## src/rtl/irq_flag_pkg.sv

```systemverilog
package irq_flag_pkg;
  typedef enum logic [1:0] {
    SEL_CTRL = 2'd0,
    SEL_NMI  = 2'd1,
    SEL_IRQ  = 2'd2,
    SEL_STAT = 2'd3
  } regSel_e;

  typedef struct packed {
    logic    ctrlWr;
    logic    nmiRd;
    logic    irqRd;
    regSel_e rdSel;
  } strobe_t;
endpackage

```

## src/rtl/irq_flag_ctrl.sv

```systemverilog
module irq_flag_ctrl
  import irq_flag_pkg::*;
(
  input  logic [1:0] regAddr,
  input  logic       regWr,
  input  logic       regRd,
  output strobe_t    strobes
);
  regSel_e sel;
  assign sel = regSel_e'(regAddr);

  always_comb begin
    strobes.ctrlWr = regWr && (sel == SEL_CTRL);
    strobes.nmiRd  = regRd && (sel == SEL_NMI);
    strobes.irqRd  = regRd && (sel == SEL_IRQ);
    strobes.rdSel  = sel;
  end
endmodule

```

## src/rtl/irq_flag_dpath.sv

```systemverilog
module irq_flag_dpath
  import irq_flag_pkg::*;
#(
  parameter int H_W         = 11,
  parameter int V_W         = 9,
  parameter int VB_NORMAL   = 225,
  parameter int VB_OVERSCAN = 240,
  parameter int POLL_LINES  = 3,
  parameter int HB_END      = 2,
  parameter int HB_START    = 1096,
  parameter int REVISION    = 2
) (
  input  logic           clk,
  input  logic           rstN,
  input  strobe_t        strobes,
  input  logic [7:0]     wrData,
  input  logic [7:0]     openBus,
  input  logic [H_W-1:0] hCount,
  input  logic [V_W-1:0] vCount,
  input  logic           overscan,
  input  logic           nmiRaise,
  input  logic           irqRaise,
  output logic [7:0]     rdData,
  output logic           nmiEdge,
  output logic           irqEdge,
  output logic           autoPollEn,
  output logic           nmiLine,
  output logic           irqLine
);
  localparam logic [V_W-1:0] VB_N   = V_W'(VB_NORMAL);
  localparam logic [V_W-1:0] VB_O   = V_W'(VB_OVERSCAN);
  localparam logic [V_W-1:0] POLL_SPAN = V_W'(POLL_LINES - 1);
  localparam logic [H_W-1:0] HB_LO  = H_W'(HB_END);
  localparam logic [H_W-1:0] HB_HI  = H_W'(HB_START);
  localparam logic [3:0]     REV_NIB = 4'(REVISION);

  logic nmiEn, vIrqEn, hIrqEn;
  logic nmiEnNext, vIrqEnNext, hIrqEnNext, pollEnNext;
  logic irqAnyNext;
  logic nmiLineNext, irqLineNext, nmiEdgeNext, irqEdgeNext;

  logic unusedWr;
  assign unusedWr = ^{wrData[6], wrData[3:1]};

  always_comb begin
    nmiEnNext  = strobes.ctrlWr ? wrData[7] : nmiEn;
    vIrqEnNext = strobes.ctrlWr ? wrData[5] : vIrqEn;
    hIrqEnNext = strobes.ctrlWr ? wrData[4] : hIrqEn;
    pollEnNext = strobes.ctrlWr ? wrData[0] : autoPollEn;
    irqAnyNext = vIrqEnNext || hIrqEnNext;

    // NMI flag: raise beats read-clear
    if (nmiRaise)           nmiLineNext = 1'b1;
    else if (strobes.nmiRd) nmiLineNext = 1'b0;
    else                    nmiLineNext = nmiLine;
    nmiEdgeNext = (nmiRaise && !nmiLine && nmiEnNext)
               || (strobes.ctrlWr && !nmiEn && wrData[7] && nmiLine);

    // IRQ flag: full disable wins, then raise, then read-clear
    if (!irqAnyNext)                irqLineNext = strobes.ctrlWr ? 1'b0 : irqLine;
    else if (irqRaise)              irqLineNext = 1'b1;
    else if (strobes.irqRd)         irqLineNext = 1'b0;
    else                            irqLineNext = irqLine;
    if (!irqAnyNext && !strobes.ctrlWr && strobes.irqRd) irqLineNext = 1'b0;
    irqEdgeNext = irqAnyNext &&
                  ((irqRaise && !irqLine) ||
                   (strobes.ctrlWr && wrData[5] && !wrData[4] && irqLine));
  end

  always_ff @(posedge clk) begin
    if (!rstN) begin
      nmiEn      <= 1'b0;
      vIrqEn     <= 1'b0;
      hIrqEn     <= 1'b0;
      autoPollEn <= 1'b0;
      nmiLine    <= 1'b0;
      irqLine    <= 1'b0;
      nmiEdge    <= 1'b0;
      irqEdge    <= 1'b0;
    end else begin
      nmiEn      <= nmiEnNext;
      vIrqEn     <= vIrqEnNext;
      hIrqEn     <= hIrqEnNext;
      autoPollEn <= pollEnNext;
      nmiLine    <= nmiLineNext;
      irqLine    <= irqLineNext;
      nmiEdge    <= nmiEdgeNext;
      irqEdge    <= irqEdgeNext;
    end
  end

  // Raster status
  logic [V_W-1:0] vbStart;
  logic inVblank, pollBusy, inHblank;
  assign vbStart  = overscan ? VB_O : VB_N;
  assign inVblank = vCount >= vbStart;
  assign pollBusy = inVblank && (vCount <= vbStart + POLL_SPAN);
  assign inHblank = (hCount <= HB_LO) || (hCount >= HB_HI);

  always_comb begin
    unique case (strobes.rdSel)
      SEL_NMI:  rdData = {nmiLine, openBus[6:4], REV_NIB};
      SEL_IRQ:  rdData = {irqLine, openBus[6:0]};
      SEL_STAT: rdData = {inVblank, inHblank, openBus[5:1], pollBusy};
      default:  rdData = openBus;
    endcase
  end
endmodule

```

## src/rtl/irq_flag_status.sv

```systemverilog
module irq_flag_status
  import irq_flag_pkg::*;
#(
  parameter int H_W         = 11,
  parameter int V_W         = 9,
  parameter int VB_NORMAL   = 225,
  parameter int VB_OVERSCAN = 240,
  parameter int POLL_LINES  = 3,
  parameter int HB_END      = 2,
  parameter int HB_START    = 1096,
  parameter int REVISION    = 2
) (
  input  logic           clk,
  input  logic           rstN,
  input  logic [1:0]     regAddr,
  input  logic           regWr,
  input  logic           regRd,
  input  logic [7:0]     wrData,
  output logic [7:0]     rdData,
  input  logic [7:0]     openBus,
  input  logic [H_W-1:0] hCount,
  input  logic [V_W-1:0] vCount,
  input  logic           overscan,
  input  logic           nmiRaise,
  input  logic           irqRaise,
  output logic           nmiEdge,
  output logic           irqEdge,
  output logic           autoPollEn
);
  strobe_t strobes;
  logic nmiLine, irqLine;

  irq_flag_ctrl u_ctrl (
    .regAddr (regAddr),
    .regWr   (regWr),
    .regRd   (regRd),
    .strobes (strobes)
  );

  irq_flag_dpath #(
    .H_W(H_W), .V_W(V_W), .VB_NORMAL(VB_NORMAL), .VB_OVERSCAN(VB_OVERSCAN),
    .POLL_LINES(POLL_LINES), .HB_END(HB_END), .HB_START(HB_START),
    .REVISION(REVISION)
  ) u_dpath (
    .clk        (clk),
    .rstN       (rstN),
    .strobes    (strobes),
    .wrData     (wrData),
    .openBus    (openBus),
    .hCount     (hCount),
    .vCount     (vCount),
    .overscan   (overscan),
    .nmiRaise   (nmiRaise),
    .irqRaise   (irqRaise),
    .rdData     (rdData),
    .nmiEdge    (nmiEdge),
    .irqEdge    (irqEdge),
    .autoPollEn (autoPollEn),
    .nmiLine    (nmiLine),
    .irqLine    (irqLine)
  );
endmodule

```

## config.mk

```make
export PLATFORM = sky130hd
export DESIGN_NAME = irq_flag_status
export DESIGN_NICKNAME = d
export VERILOG_FILES = /design/src/rtl/irq_flag_pkg.sv /design/src/rtl/irq_flag_ctrl.sv /design/src/rtl/irq_flag_dpath.sv /design/src/rtl/irq_flag_status.sv
export SDC_FILE = /design/constraint.sdc
export NUM_CORES = 1
export LEC_CHECK = 0
export ABC_AREA = 1
export BUFFER_PORTS_ARGS = -buffer_cell sky130_fd_sc_hd__buf_4
export CORE_MARGIN = 2
export CORE_UTILIZATION = 41
export DETAILED_ROUTE_END_ITERATION = 6
export PLACE_DENSITY = 0.9
export SYNTH_ARGS = -nofsm -noshare
export SYNTH_HDL_FRONTEND = slang
export SYNTH_SLANG_ARGS = --single-unit
```

## constraint.sdc

```tcl
create_clock -name clk -period 1.48 [get_ports clk]
set_input_delay 0 -clock clk [delete_from_list [all_inputs] [get_ports clk]]
set_output_delay 0 -clock clk [all_outputs]
set_load 0.02 [all_outputs]
```

==> Word-level counts from Yosys, hierarchy flattened <==
Cells that the tools add are included.
{ "totals": {"out_inout_bits": 11, "inputBits": 45, "ff_bits": 8} }
{ "classes": {"bitwise_logic": 1, "n_reduce_logical": 31, "n_eq_ne": 4, "mux": 11, "add_sub_neg": 1, "magnitude_cmp": 4} }
{ "op_table": {"columns": ["cell", "n"], "rows": [
  ["8-bit one-hot mux with 3 select lines", 1],
  ["1-bit logical AND", 16],
  ["11-bit >= comparator (second input constant)", 1],
  ["11-bit by 2-bit less-or-equal comparator with 1-bit output (second input constant)", 1],
  ["9-bit by 2-bit adder with 9-bit output (second input constant)", 1],
  ["9-bit >= comparator", 1],
  ["9-bit less-or-equal comparator", 1],
  ["1-bit 2-to-1 mux", 9],
  ["1-bit zero test", 6],
  ["5-bit 2-to-1 mux", 1],
  ["2-bit == test (second input constant)", 2],
  ["1-bit logical OR", 4],
  ["2-bit nonzero test", 2],
  ["3-bit by 2-bit inequality test with 1-bit output (second input constant)", 1],
  ["2-bit by 1-bit == test with 1-bit output (second input constant)", 1],
  ["2-bit zero test", 1],
  ["2-bit AND reduction", 1],
  ["2-bit OR reduction", 1],
  ["1-bit NOT", 1]
]} }

==> Logic depth before layout (Yosys ltp) <==
{ "logic_depth": {"depth_word": 8, "mapped_depth": 10} }

==> Cells and area by module <==
From an unflattened synthesis, not the netlist that was laid out.
{ "unflattened": {"hier_cells": 115, "area_unflattened_um2": 641.9} }
{ "by_module_without_submodules": {"columns": ["mod", "cells_per_inst", "n_inst", "area_each_um2"], "rows": [
  ["irq_flag_dpath", 106, 1, 600.6],
  ["irq_flag_ctrl", 9, 1, 41.3]
]} }

==> Worst setup path before layout <==
No wires, ideal clock.
{ "synth_timing": {"path_type": "input port to output port", "startpoint": "in overscan", "endpoint": "out rdData[7]", "cell_stages": 10, "required_time_ns": 1.480, "path_buffers": 0, "t_arrival_ns": 1.036, "setup_slack_ns": 0.444, "cell_sequence": "inv_1 ha_1 nand2_1 inv_1 nand2_1 nand2_1 nand2_1 nand2_1 nand2_1 a21oi_1"} }
{ "synth_between": {"elab_chain_cells": 3} }
{ "synth_lines": {"columns": ["item", "line_no", "text"], "rows": [
  ["start: declaration", "irq_flag_status.sv:23", "input logic overscan,"],
  ["5-bit 2-to-1 mux", "irq_flag_dpath.sv:95", "assign vbStart = overscan ? VB_O : VB_N;"],
  ["9-bit >= comparator", "irq_flag_dpath.sv:96", "assign inVblank = vCount >= vbStart;"],
  ["8-bit one-hot mux with 3 select lines", "irq_flag_dpath.sv:101", "unique case (strobes.rdSel)"],
  ["end: declaration", "irq_flag_status.sv:19", "output logic [7:0] rdData,"]
]} }
No other way between the ends.

==> Worst setup path after layout <==
{ "layout_timing": {"startpoint": "reg u_dpath.nmiLine", "endpoint": "out rdData[7]"} }
{ "layout_between": {"elab_chain_cells": 1} }
{ "layout_lines": {"columns": ["item", "line_no", "text"], "rows": [
  ["start: declaration", "irq_flag_dpath.sv:27", "output logic nmiLine,"],
  ["start signal: assignment", "irq_flag_dpath.sv:85", "nmiLine <= nmiLineNext;"],
  ["8-bit one-hot mux with 3 select lines", "irq_flag_dpath.sv:101", null]
]} }
No other way between the ends.

==> flow_summary_export.csv <==
group,metric,value,unit
synth,ys_ff_latch,8,
synth,synth_nets,164,
grt,antenna_found_initial,0,
worst_setup_path,max_stage_delay,0.34,ns
placed_design,postPlaceCellArea,1040,um^2
timing,period_needed,1.22,ns
power_and_ir_drop,powerDensity,609,nW/um^2
detailed_routing,routedWlPerCell,10.2,um
detailed_routing,drtIter0Drc,23,
worst_setup_path,r2r_cells,6,
detailed_routing,route.detailed.drc,0,
cts,clkLatencyLatePin,0.25,ns
floorplanning,coreArea,1540,um^2
cts,htreeDepth,1,
worst_setup_path,crit_required,1.48,ns
detailed_routing,highest_layer,"met4",
detailed_routing,firstDrtPassIters,5,
synth,syn-instance-count,117,
placed_design,gp_congestion,0.845,
cts,cts_buffers,3,
worst_setup_path,reg2reg_to,"u_dpath.irqLine",
timing,worst_slew_pin_slew,0.299,ns
synth,synth.most_common_cell,"nand2_1",
timing,slew-limit-headroom,0.799,
cts,cts_sinks,8,
hold_path,hold_class,"in2out",
worst_setup_path,path_common_cell,"o21ai_0",
worst_setup_path,crit_end,"rdData[7]",
worst_setup_path,endpoint_kind,"output pin",
synth,syn_area,683,um^2
grt,grt_pass1_wl,3.07,mm
synth,synth_ff_type,"dfxtp_1",
worst_setup_path,cp.arrival,1.22,ns
synth,ys_seq_area_frac,0.234,
timing,hold_violations,0,
floorplanning,num_io_pins,56,
worst_setup_path,crit_type,"reg2out",
grt,grt_pass1_vias,862,
detailed_routing,wirelength,1.86,mm
placed_design,dp_hpwl,1.62,mm
floorplanning,fp-row-count,14,
layout,design_area,1070,um^2
layout,fin_cells,182,
worst_setup_path,cp_top_family,"compound AO/OA/AOI/OAI gates",
detailed_routing,viasPerCell,4.73,
timing,fin_setup_tns,0,ns
timing,maxClockFrequency,0.819,GHz
layout,fin_util,0.696,
timing,rsz0062_at_grt,"no",
power_and_ir_drop,vdd_ir_drop_max,0.000522,V
synth,synthArstFlopShare,0,
worst_setup_path,cp_max_fo,3,
detailed_routing,num_vias,861,
status,status,"finished clean",
layout,antenna_cells,0,
grt,grt_overflow,0,
worst_setup_path,cp.buffers_inverters,2,
detailed_routing,wl_met2,1.02,mm
grt,grt_max_degree,6,
floorplanning,start_util,0.443,
timing,setup_viol,0,
layout,fillers,134,
worst_setup_path,crit_cells,5,
synth,synthDistinctLibCells,23,
cts,postCtsHoldBufs,1,
synth,yosys-top-cells-area,"dfxtp_1, nand2_1, inv_1",
layout,syn2layout_area_growth,57.1,%
timing,period_share,0.825,
worst_setup_path,startpoint_type,"register",
detailed_routing,drtAntennaViolNets,0,
cts,cts.clk_slew.worst_paths,0.05,ns
synth,synth_top_area_frac,0.234,
worst_setup_path,worstReg2RegStart,"u_dpath.vIrqEn",
run,maxCapViolCount,0,
synth,avgSynthCellArea,5.84,um^2
layout,drive_gt1_frac,0.386,
timing,finalClockSkew,0.00134,ns
timing,slew_viol_final,0,
detailed_routing,drt-met1-wl,674,um
power_and_ir_drop,p_leak,0.000615,uW
grt,grt_usage,0.205,
floorplanning,die_y,44.8,um
worst_setup_path,cp_cell_sequence,"inv_1 -> o21ai_0 -> o21ai_0 -> a21oi_1 -> buf_4",
worst_setup_path,critPathSlowestCell,"dfxtp_1",
placed_design,port_buffers,47,
floorplanning,die-area,2010,um^2
placed_design,dp_cells,178,
cts,root_buffer,"clkbuf_4",
synth,yosys-top-cells-count,"nand2_1, inv_1, nor2_1",
cts,post_cts_resized,0,
cts,cts_setup_buffers,0,
cts,cts_tree,"yes",
floorplanning,die_x,44.8,um
worst_setup_path,startpoint,"u_dpath.nmiLine",
worst_setup_path,r2r_slack,0.66,ns
layout,nets,215,
synth,yosys_warnings,0,
cts,clock_path_buffers,2,
synth,synth_top_area_cell,"dfxtp_1",
detailed_routing,met3WireLength,151,um
synth,synth_edf_count,0,
==> cells by family after synthesis <==
logic type / Yosys count / share of synthesized area
flops: 8 / 0.234
compound gates: 15 / 0.150
simple gates: 67 / 0.430
fa+ha+maj: 2 / 0.0366
buf+inv: 25 / 0.148
==> cell type report <==
cell class                 count  area (um^2)  share of cell area
multi-input combinational     84          422               0.393
clock buffer                   3         22.5              0.0210
sequential                     8          160               0.149
timing repair buffer          48          363               0.338
tap                           16         20.0              0.0186
inverter                      23         86.3              0.0804
==> state kept, by name, indices dropped and copies added (netlist names) <==
name and flops:
u_dpath.autoPollEn 1, u_dpath.irqEdge 1, u_dpath.irqLine 1, u_dpath.nmiEdge 1, u_dpath.vIrqEn 1, u_dpath.hIrqEn 1
u_dpath.nmiLine 1, u_dpath.nmiEn 1
==> routing by layer <==
| layer | global-route usage | vias up |
|---|---|---|
| li1 | - | 458 |
| met1 | 0.188 | 362 |
| met2 | 0.446 | 39 |
| met3 | 0.0480 | 2 |
| met4 | 0.0294 | 0 |
| met5 | 0 | - |
==> how the worst min path moves through the flow <==
stage	startpoint	to	slack [ns]	depth (start not counted)
floorplan	openBus[4]	rdData[4]	0.11	1
global placement	openBus[4]	rdData[4]	0.0001	0
detailed placement	openBus[4]	rdData[4]	0.0001	0
CTS	openBus[4]	rdData[4]	0.0001	0
global route	openBus[5]	rdData[5]	0.00005	0
finish	openBus[5]	rdData[5]	0.000009	0
==> cell usage in the layout (no fill, tap or decap), drive strengths merged <==
cell type,instances
buf,47
nand2,39
inv,23
nor2,19
dfxtp,8
nand3,7
o21ai,6
a21oi,5
clkbuf,3
ha,2
o211ai,2
nor3,1
or2,1
o32ai,1
o31ai,1
dlygate4sd3,1
==> where the power goes <==
part	leakage, uW	internal (uW)	switching (uW)
Combinational	0.000536	129	122
Sequential	0.0000656	227	6.60
Clock	0.0000138	92.8	75.1
==> through the flow <==
step | total power, uW | hold WS [ns] | setup slack [ns]
6_report | 654 | 0.00000882 | 0.259
3_5_place_dp | 489 | 0.000149 | 0.285
3_3_place_gp | 480 | 0.000149 | 0.332
2_1_floorplan | 367 | 0.113 | 0.444
5_1_grt | 692 | 0.0000516 | 0.120
4_1_cts | 659 | 0.000149 | 0.262
Power figures use the tool's default switching activity.
